===== config.mk =====
export PLATFORM = sky130hd
export DESIGN_NAME = nib_core
export DESIGN_NICKNAME = d
export VERILOG_FILES = /design/src/rtl/nib_pkg.sv /design/src/rtl/nib_arith.sv /design/src/rtl/nib_xfer.sv /design/src/rtl/nib_lookup.sv /design/src/rtl/nib_core.sv
export SDC_FILE = /design/constraint.sdc
export NUM_CORES = 1
export LEC_CHECK = 0
export BUFFER_PORTS_ARGS = -buffer_cell sky130_fd_sc_hd__buf_2
export CORE_MARGIN = 2
export CORE_UTILIZATION = 53
export DETAILED_ROUTE_END_ITERATION = 10
export PLACE_DENSITY = 0.8
export SLEW_MARGIN = 20
export SYNTH_ARGS = -nofsm -noshare
export SYNTH_HDL_FRONTEND = slang
export SYNTH_SLANG_ARGS = --single-unit

===== constraint.sdc =====
create_clock -name clk -period 2.4 [get_ports clk]
set_clock_uncertainty 0.05 [all_clocks]
set_input_delay 0.12 -clock clk [delete_from_list [all_inputs] [get_ports clk]]
set_output_delay 0.12 -clock clk [all_outputs]
set_load 0.02 [all_outputs]

===== src/rtl/nib_pkg.sv =====
package nib_pkg;
  localparam int NIB_W = 4;

  localparam logic [3:0] OP_NOP   = 4'd0;
  localparam logic [3:0] OP_ADDC  = 4'd1;
  localparam logic [3:0] OP_ADDI  = 4'd2;
  localparam logic [3:0] OP_ADDM  = 4'd3;
  localparam logic [3:0] OP_ROTR  = 4'd4;
  localparam logic [3:0] OP_SETC  = 4'd5;
  localparam logic [3:0] OP_CLRC  = 4'd6;
  localparam logic [3:0] OP_A2B   = 4'd7;
  localparam logic [3:0] OP_B2A   = 4'd8;
  localparam logic [3:0] OP_AB2E  = 4'd9;
  localparam logic [3:0] OP_E2AB  = 4'd10;
  localparam logic [3:0] OP_LDD   = 4'd11;
  localparam logic [3:0] OP_TLOOK = 4'd12;

  // {carry_out, sum} of two nibbles and a carry in
  function automatic logic [NIB_W:0] nib_sum(input logic [NIB_W-1:0] x,
                                             input logic [NIB_W-1:0] y,
                                             input logic cin);
    return {1'b0, x} + {1'b0, y} + {{NIB_W{1'b0}}, cin};
  endfunction

  // {new_carry, new_acc} of a right rotation through carry
  function automatic logic [NIB_W:0] nib_rotr(input logic [NIB_W-1:0] a,
                                              input logic cin);
    return {a[0], cin, a[NIB_W-1:1]};
  endfunction
endpackage


===== src/rtl/nib_arith.sv =====
module nib_arith
  import nib_pkg::*;
(
  input  logic [3:0]       op,
  input  logic [NIB_W-1:0] a,
  input  logic             cy,
  input  logic [NIB_W-1:0] mem,
  input  logic [NIB_W-1:0] imm,
  output logic             a_we,
  output logic [NIB_W-1:0] a_nxt,
  output logic             cy_we,
  output logic             cy_nxt
);
  logic [NIB_W:0] sum_c, sum_i, sum_m, rot;

  assign sum_c = nib_sum(a, mem, cy);
  assign sum_i = nib_sum(a, imm, 1'b0);
  assign sum_m = nib_sum(a, mem, 1'b0);
  assign rot   = nib_rotr(a, cy);

  always_comb begin
    a_we   = 1'b0;
    a_nxt  = a;
    cy_we  = 1'b0;
    cy_nxt = cy;
    case (op)
      OP_ADDC: begin a_we = 1'b1; a_nxt = sum_c[NIB_W-1:0];
                     cy_we = 1'b1; cy_nxt = sum_c[NIB_W]; end
      OP_ADDI: begin a_we = 1'b1; a_nxt = sum_i[NIB_W-1:0]; end
      OP_ADDM: begin a_we = 1'b1; a_nxt = sum_m[NIB_W-1:0]; end
      OP_ROTR: begin a_we = 1'b1; a_nxt = rot[NIB_W-1:0];
                     cy_we = 1'b1; cy_nxt = rot[NIB_W]; end
      OP_SETC: begin cy_we = 1'b1; cy_nxt = 1'b1; end
      OP_CLRC: begin cy_we = 1'b1; cy_nxt = 1'b0; end
      default: ;
    endcase
  end
endmodule


===== src/rtl/nib_xfer.sv =====
module nib_xfer
  import nib_pkg::*;
#(
  parameter int D_W = 3
) (
  input  logic [3:0]         op,
  input  logic [NIB_W-1:0]   a,
  input  logic [NIB_W-1:0]   b,
  input  logic [2*NIB_W-1:0] e,
  input  logic [D_W-1:0]     imm_d,
  output logic               a_we,
  output logic [NIB_W-1:0]   a_nxt,
  output logic               b_we,
  output logic [NIB_W-1:0]   b_nxt,
  output logic               e_we,
  output logic [2*NIB_W-1:0] e_nxt,
  output logic               d_we,
  output logic [D_W-1:0]     d_nxt
);
  always_comb begin
    a_we  = 1'b0; a_nxt = a;
    b_we  = 1'b0; b_nxt = b;
    e_we  = 1'b0; e_nxt = e;
    d_we  = 1'b0; d_nxt = imm_d;
    case (op)
      OP_A2B:  begin b_we = 1'b1; b_nxt = a; end
      OP_B2A:  begin a_we = 1'b1; a_nxt = b; end
      OP_AB2E: begin e_we = 1'b1; e_nxt = {b, a}; end
      OP_E2AB: begin b_we = 1'b1; b_nxt = e[2*NIB_W-1:NIB_W];
                     a_we = 1'b1; a_nxt = e[NIB_W-1:0]; end
      OP_LDD:  d_we = 1'b1;
      default: ;
    endcase
  end
endmodule


===== src/rtl/nib_lookup.sv =====
module nib_lookup
  import nib_pkg::*;
#(
  parameter int D_W   = 3,
  parameter int ROM_W = 8
) (
  input  logic                 clk,
  input  logic                 rst_n,
  input  logic                 start,
  input  logic [D_W-1:0]       d,
  input  logic [NIB_W-1:0]     a,
  input  logic [NIB_W-1:0]     imm,
  input  logic [ROM_W-1:0]     rom_data,
  output logic                 busy,
  output logic [D_W+NIB_W-1:0] addr,
  output logic [NIB_W-1:0]     page,
  output logic                 load,
  output logic [NIB_W-1:0]     lo,
  output logic [NIB_W-1:0]     mid
);
  always_ff @(posedge clk or negedge rst_n) begin
    if (!rst_n) begin
      busy <= 1'b0;
      addr <= '0;
      page <= '0;
    end else if (busy) begin
      busy <= 1'b0;
    end else if (start) begin
      busy <= 1'b1;
      addr <= {d, a};
      page <= imm;
    end
  end

  assign load = busy;
  assign lo   = rom_data[NIB_W-1:0];
  assign mid  = rom_data[2*NIB_W-1:NIB_W];

  AST_BUSY_ONE_CYCLE: assert property (@(posedge clk) disable iff (!rst_n)
    busy |=> !busy);
  AST_START_BUSY: assert property (@(posedge clk) disable iff (!rst_n)
    (start && !busy) |=> (busy && page == $past(imm)));
endmodule


===== src/rtl/nib_core.sv =====
module nib_core
  import nib_pkg::*;
#(
  parameter int D_W   = 3,
  parameter int ROM_W = 8
) (
  input  logic                 clk,
  input  logic                 rst_n,
  input  logic [3:0]           op_i,
  input  logic [3:0]           imm_i,
  input  logic [3:0]           mem_i,
  input  logic [ROM_W-1:0]     rom_data_i,
  output logic                 rom_rd_o,
  output logic [D_W+3:0]       rom_addr_o,
  output logic [3:0]           rom_page_o,
  output logic                 busy_o,
  output logic [3:0]           acc_o,
  output logic                 cy_o,
  output logic [3:0]           b_o,
  output logic [7:0]           e_o,
  output logic [D_W-1:0]       d_o
);
  localparam int EW = 2 * NIB_W;

  logic [NIB_W-1:0] acc_q, b_q;
  logic             cy_q;
  logic [EW-1:0]    e_q;
  logic [D_W-1:0]   d_q;

  // operation actually executed this cycle: codes are dropped while busy
  logic [3:0] op_eff;
  logic       busy;
  assign op_eff = busy ? OP_NOP : op_i;

  logic             ar_a_we, ar_cy_we, ar_cy_nxt;
  logic [NIB_W-1:0] ar_a_nxt;
  nib_arith u_arith (
    .op(op_eff), .a(acc_q), .cy(cy_q), .mem(mem_i), .imm(imm_i),
    .a_we(ar_a_we), .a_nxt(ar_a_nxt), .cy_we(ar_cy_we), .cy_nxt(ar_cy_nxt)
  );

  logic             xf_a_we, xf_b_we, xf_e_we, xf_d_we;
  logic [NIB_W-1:0] xf_a_nxt, xf_b_nxt;
  logic [EW-1:0]    xf_e_nxt;
  logic [D_W-1:0]   xf_d_nxt;
  nib_xfer #(.D_W(D_W)) u_xfer (
    .op(op_eff), .a(acc_q), .b(b_q), .e(e_q), .imm_d(imm_i[D_W-1:0]),
    .a_we(xf_a_we), .a_nxt(xf_a_nxt), .b_we(xf_b_we), .b_nxt(xf_b_nxt),
    .e_we(xf_e_we), .e_nxt(xf_e_nxt), .d_we(xf_d_we), .d_nxt(xf_d_nxt)
  );

  logic             lk_load;
  logic [NIB_W-1:0] lk_lo, lk_mid;
  nib_lookup #(.D_W(D_W), .ROM_W(ROM_W)) u_lookup (
    .clk(clk), .rst_n(rst_n), .start(op_eff == OP_TLOOK),
    .d(d_q), .a(acc_q), .imm(imm_i), .rom_data(rom_data_i),
    .busy(busy), .addr(rom_addr_o), .page(rom_page_o),
    .load(lk_load), .lo(lk_lo), .mid(lk_mid)
  );

  always_ff @(posedge clk or negedge rst_n) begin
    if (!rst_n) begin
      acc_q <= '0;
      b_q   <= '0;
      cy_q  <= 1'b0;
      e_q   <= '0;
      d_q   <= '0;
    end else begin
      if (lk_load)       acc_q <= lk_lo;
      else if (ar_a_we)  acc_q <= ar_a_nxt;
      else if (xf_a_we)  acc_q <= xf_a_nxt;
      if (lk_load)       b_q <= lk_mid;
      else if (xf_b_we)  b_q <= xf_b_nxt;
      if (ar_cy_we)      cy_q <= ar_cy_nxt;
      if (xf_e_we)       e_q <= xf_e_nxt;
      if (xf_d_we)       d_q <= xf_d_nxt;
    end
  end

  assign acc_o    = acc_q;
  assign b_o      = b_q;
  assign cy_o     = cy_q;
  assign e_o      = e_q;
  assign d_o      = d_q;
  assign busy_o   = busy;
  assign rom_rd_o = busy;

  AST_ADDC_RESULT: assert property (@(posedge clk) disable iff (!rst_n)
    (op_eff == OP_ADDC) |=> ({cy_o, acc_o} ==
      $past({1'b0, acc_o} + {1'b0, mem_i} + {4'b0, cy_o})));
  AST_ADD_KEEPS_CY: assert property (@(posedge clk) disable iff (!rst_n)
    (op_eff == OP_ADDI || op_eff == OP_ADDM) |=> $stable(cy_o));
  AST_ROTR_LINK: assert property (@(posedge clk) disable iff (!rst_n)
    (op_eff == OP_ROTR) |=> (cy_o == $past(acc_o[0]) && acc_o[3] == $past(cy_o)));
  AST_SETC: assert property (@(posedge clk) disable iff (!rst_n)
    (op_eff == OP_SETC) |=> cy_o);
  AST_CLRC: assert property (@(posedge clk) disable iff (!rst_n)
    (op_eff == OP_CLRC) |=> !cy_o);
  AST_LOOK_ADDR: assert property (@(posedge clk) disable iff (!rst_n)
    busy_o |-> (rom_rd_o && rom_addr_o == {d_o, acc_o}));
  AST_LOOK_KEEPS: assert property (@(posedge clk) disable iff (!rst_n)
    busy_o |=> ($stable(cy_o) && $stable(e_o) && $stable(d_o)));
  AST_NOP_HOLD: assert property (@(posedge clk) disable iff (!rst_n)
    (op_eff == OP_NOP && !busy_o) |=>
      $stable({acc_o, b_o, e_o, d_o, cy_o, busy_o}));
endmodule


=== Word level (Yosys, flattened, before mapping) ===
Cells that the tools add are included.

* Add/sub/neg operators: 3
* Multiply operators: 0
* Div/mod/pow operators: 0
* $lt $le $gt $ge: 0
* Eq/ne operators: 13
* Shift-type cells: 0
* Mux-type cells: 18
* Bitwise operators: 1
* Reductions and logical operators: 14

{| class="wikitable"
|+ Operators with widths
! cell !! count
|-
| $mux 4 || 6
|-
| $eq 4x4->1 const B || 5
|-
| $eq 4x3->1 const B || 4
|-
| $pmux 4 s2 || 2
|-
| $pmux 4 s4 || 1
|-
| $eq 4x2->1 const B || 2
|-
| $mux 1 || 8
|-
| $reduce_and 2->1 || 4
|-
| $reduce_bool 4->1 || 2
|-
| $reduce_or 4->1 || 2
|-
| $ne 6x1->1 const B || 1
|-
| $reduce_bool 3->1 || 2
|-
| $add 4x4->5 || 1
|-
| $add 5x1->5 || 1
|-
| $add 4x4->4 || 1
|-
| $eq 4x1->1 const B || 1
|-
| $pmux 1 s4 || 1
|-
| $reduce_or 2->1 || 2
|-
| $reduce_and 3->1 || 1
|-
| $reduce_bool 2->1 || 1
|-
| $not 1->1 || 1
|}

* Flip-flop bits (word level): 32
* Bits in latches: 0
* Memory bits (writable): 0
* ROM bits: 0
* Bits of input ports: 22
* Output and inout bits: 33
* Memories: 0

=== Logic depth before layout (Yosys ltp) ===
* Depth in word-level cells: 7
* Mapped depth: 9
* Mapped depth without buffers: 9

=== By module ===
A second synthesis with hierarchy kept.

* Cell total of the unflattened synthesis: 228
* Area, all modules: 2,503.7 um^2

{| class="wikitable"
|+ By module, submodules not included
! module !! times used !! cells an instance !! area each (um^2)
|-
| nib_core || 1 || 72 || 934.6
|-
| nib_arith || 1 || 79 || 608.1
|-
| nib_lookup || 1 || 34 || 559.3
|-
| nib_xfer || 1 || 43 || 401.6
|}

=== Worst setup path after synthesis ===
OpenSTA, ideal clock, no wires.

* Path type: register to register
* From: register acc_q[0], in the netlist acc_o[0]
* To: register acc_q[2], in the netlist acc_o[2]
* Arrival: 2.066 ns
* Data required time: 2.211 ns
* Path slack: 0.145 ns
* Cell stages (with the launch flop): 10
* Period minus slack after synthesis: 2.255 ns
* Path through: dfrtp_1 -> ha_1 -> inv_1 -> fa_1 -> inv_1 -> ha_1 -> or2_2 -> a21oi_1 -> a211o_1 -> a211oi_1

* Cells in the longest elaborated chain, start to end: 5
* Elaborated cells between the ends (all ways): 6
* Those cells by class: add/sub (3); mux (3)

{| class="wikitable"
|+ Ends and longest elaborated chain
! item !! RTL line !! RTL
|-
| from (decl) || nib_core.sv:25 || <nowiki>logic [NIB_W-1:0] acc_q, b_q;</nowiki>
|-
| from (signal assigned) || nib_core.sv:69 || <nowiki>if (lk_load) acc_q <= lk_lo;</nowiki>
|-
| from (signal assigned) || nib_core.sv:70 || <nowiki>else if (ar_a_we) acc_q <= ar_a_nxt;</nowiki>
|-
| from (signal assigned) || nib_core.sv:71 || <nowiki>else if (xf_a_we) acc_q <= xf_a_nxt;</nowiki>
|-
| $add 4x4->5 || nib_pkg.sv:22 || <nowiki>return {1'b0, x} + {1'b0, y} + {{NIB_W{1'b0}}, cin};</nowiki>
|-
| $add 5x1->5 || nib_pkg.sv:22 ||
|-
| $pmux 4 s4 * || nib_arith.sv:26 || <nowiki>case (op)</nowiki>
|-
| $mux 4 * || nib_core.sv:70 ||
|-
| $mux 4 * || nib_core.sv:69 ||
|}

Mark *: on every way between the ends. The rest lies on a longest branch, timed or not.
A chain may end at the register's enable or synchronous reset.

=== Worst setup path in the final report ===
Same ends and word-level chain as after synthesis.

==> flow_metrics.tcl <==
set metrics [dict create \
    nets 295 \
    firstDrtPassIters 4 \
    min_period_ps 2190 \
    rr_endpoint "acc_o[2]" \
    track_usage 0.236 \
    worst-path-buf-inv 2 \
    hp-start "imm_i[0]" \
    postCtsSetupRepairBufs 0 \
    yosys_most_used_dff "dfrtp_1" \
    path_class "flip-flop to flip-flop" \
    finalWirelength_um 4680 \
    path_clk_slew_ps 60 \
    netlist_instances 206 \
    setup_viol 0 \
    ys_seq_area_frac 0.391 \
    ios 55 \
    vias 1782 \
    ys_ff_latch 32 \
    p_per_area_mw_per_mm2 1020 \
    initial_core_util 0.555 \
    max-vdd-ir-drop_mv 0.813 \
    critPathLaunchType "flip-flop" \
    place_congestion 0.891 \
    path_max_fanout 3 \
    die_x_um 66.1 \
    hold_class "input pin to flip-flop" \
    finalMaxSlewViolations 0 \
    tightestPinTransition_ps 707 \
    cts-root-buf "clkbuf_8" \
    diodes 0 \
    cts_sinks 32 \
    layout-drive-gt1-share 0.324 \
    drcViolationCount 0 \
    syn_nets 239 \
    synthTopCellsByArea "dfrtp_1 39%, mux2_2 8.8%, ha_1 5.5%" \
    power.leakage_nw 1.17 \
    async_reset_ff_frac 1.00 \
    max_stage_delay_ps 470 \
    rsz0062_at_grt "no" \
    area_growth_pct 18.8 \
    relSlewSlack 0.528 \
    yosys_warnings 0 \
    reg2reg_depth 9 \
    viasPerCell 5.75 \
    grt_pass1_wl_um 7730 \
    cts_tree "yes" \
    die_y_um 66.1 \
    ant_nets 0 \
    core_sq_mm 0.00369 \
    io_buffer_count 54 \
    required_ps 2500 \
    htreeDepth 2 \
    synth_area_sq_mm 0.00205 \
    core.rowCount 22 \
    dr.first_iter.drc_count 71 \
    globalRoute.totalOverflow 0 \
    cp_slowest_cell "fa_1" \
    cp_data_arrival_time_ps 2290 \
    critical_path.endpoint_type "flip-flop" \
    yosys.area.top_type_share 0.391 \
    die_area_sq_mm 0.00438 \
    clk_latency_ps 280 \
    synth.avg_cell_area_sq_um 9.94 \
    grt_start_max_net_pins 33 \
    numCtsBuffers 5 \
    ys_types 46 \
    yosysTopAreaCell "dfrtp_1" \
    hold_depth 3 \
    routedWlPerCell_um 15.1 \
    clockBufferDepth 2 \
    drv_cap 0 \
    status "completed" \
    post-route-period-util 0.913 \
    grt_pass1_vias 1687 \
    hold-path-endpoint "u_lookup.page[0]" \
    n_fill_cell 321 \
    rr_startpoint "acc_o[0]" \
    whs_ps 25.0 \
    max_freq_mhz 457 \
    hpwl_um 3510 \
    final_core_util 0.659 \
    fin_tns_setup_ps 0 \
    antenna_found_initial 0 \
    synth_edf_count 0 \
    finalHoldViolCount 0 \
    cp_top_family "adder cells" \
    path_cells "ha_1, inv_1, fa_1, inv_1, ha_1, or2_2, a21oi_1, a211o_1, a211oi_1" \
    r2r_setup_slack_ps 210 \
]
==> area by class of cell <==
class                   count  area (sq um)  area share
clock inverters             1          5.00     0.00206
inverters                   8          30.0      0.0123
well taps                  48          60.1      0.0247
clock buffers               6          72.6      0.0298
multi-input cells         155          1150       0.471
repair buffers             60           318       0.131
flip-flops and latches     32           801       0.329
==> through the flow <==
| step | cell area (sq um) | worst slack (ps) | total power, W | std cells |
|---|---|---|---|---|
| 2_1_floorplan | 2050 | 145 | 0.00169 | 206 |
| 3_3_place_gp | 2340 | 353 | 0.00207 | 302 |
| 3_5_place_dp | 2340 | 234 | 0.00211 | 302 |
| 4_1_cts | 2430 | 221 | 0.00249 | 310 |
| 5_1_grt | 2430 | 71.9 | 0.00267 | 310 |
| 6_report | 2430 | 210 | 0.00248 | 310 |
==> synth_stat cells, types with 3 or more instances <==
cell type and count:
dfrtp_1 32, nand2_1 28, mux2_2 16, o21ai_0 11
a21oi_1 9, ha_1 9, inv_1 8, mux2i_1 8
nor2_1 7, nand2b_1 5, nand3_1 5, nor2b_1 5
nor3_1 5, clkbuf_1 4, a2111oi_0 3, a211o_1 3
a21o_1 3, a32o_1 3, buf_4 3, nor3b_1 3
or3b_1 3
==> layout by cell type (no fill, tap or decap), types with 2 or more instances in the layout <==
master     instances
a2111oi_0          3
nor2_1             7
a32o_1             3
a21o_1             3
nand2b_1           5
ha_1               9
dfrtp_1           32
mux2i_1            8
inv_1              8
mux2_2            16
o21ai_0           11
xnor2_1            2
a21oi_1            9
nand3_1            5
nor3b_1            3
a211oi_1           2
and3_1             2
nand2_1           28
a211o_1            3
nor2b_1            5
fa_1               2
xor2_1             2
nor4_1             2
clkbuf_8           5
buf_2             54
nor3_1             5
buf_4              5
or3b_1             3
==> report_power, final <==
| group | leakage, nW | switching (W) | total (W) | internal, W |
|---|---|---|---|---|
| sequential | 0.380 | 0.000166 | 0.000903 | 0.000737 |
| combinational | 0.748 | 0.000695 | 0.00120 | 0.000503 |
| clock | 0.0410 | 0.000182 | 0.000379 | 0.000197 |
==> how the worst max path moves through the flow <==
stage                          end  cells after the start      from
final                     acc_o[2]                      9  acc_o[0]
after global routing      acc_o[2]                      9  acc_o[0]
after floorplan           acc_o[2]                      9  acc_o[0]
after global placement    acc_o[2]                      9  acc_o[0]
after CTS                 acc_o[2]                      9  acc_o[0]
after detailed placement  acc_o[2]                      9  acc_o[0]
==> sequential cells by signal, indices dropped and copies added (netlist names) <==
| name | count |
|---|---|
| e_o | 8 |
| d_o | 3 |
| u_lookup.busy | 1 |
| b_o | 4 |
| u_lookup.addr | 7 |
| u_lookup.page | 4 |
| acc_o | 4 |
| cy_o | 1 |
==> worst register-to-register path: stages (launching register included) <==
cell	delay (ps)
dfrtp_1	360
ha_1	190
inv_1	60
fa_1	470
inv_1	70
ha_1	210
or2_2	290
a21oi_1	180
a211o_1	130
a211oi_1	60
==> layer usage <==
| layer | up-vias | global-route usage | wire (um) |
|---|---|---|---|
| met2 | 68 | 0.370 | 2210 |
| met4 | 0 | 0.0842 | 85 |
| met1 | 853 | 0.318 | 2050 |
| met5 | - | 0 | 0 |
| li1 | 852 | - | - |
| met3 | 9 | 0.0545 | 329 |
==> kinds of logic after synthesis <==
family / synth area share
AOI/OAI and AO/OA: 0.148
xor gates and xnor gates: 0.0171
adders and majority gates: 0.0746
buffers and inverters: 0.0489
DFF: 0.391
muxes: 0.133
and+or+nand+nor: 0.188
==> repair_timing <==
item	4_1_cts	5_1_grt
hold buffers	1	0
hold endpoints to repair	32	0
resized for setup	0	0
Power figures use the tool's default switching activity.
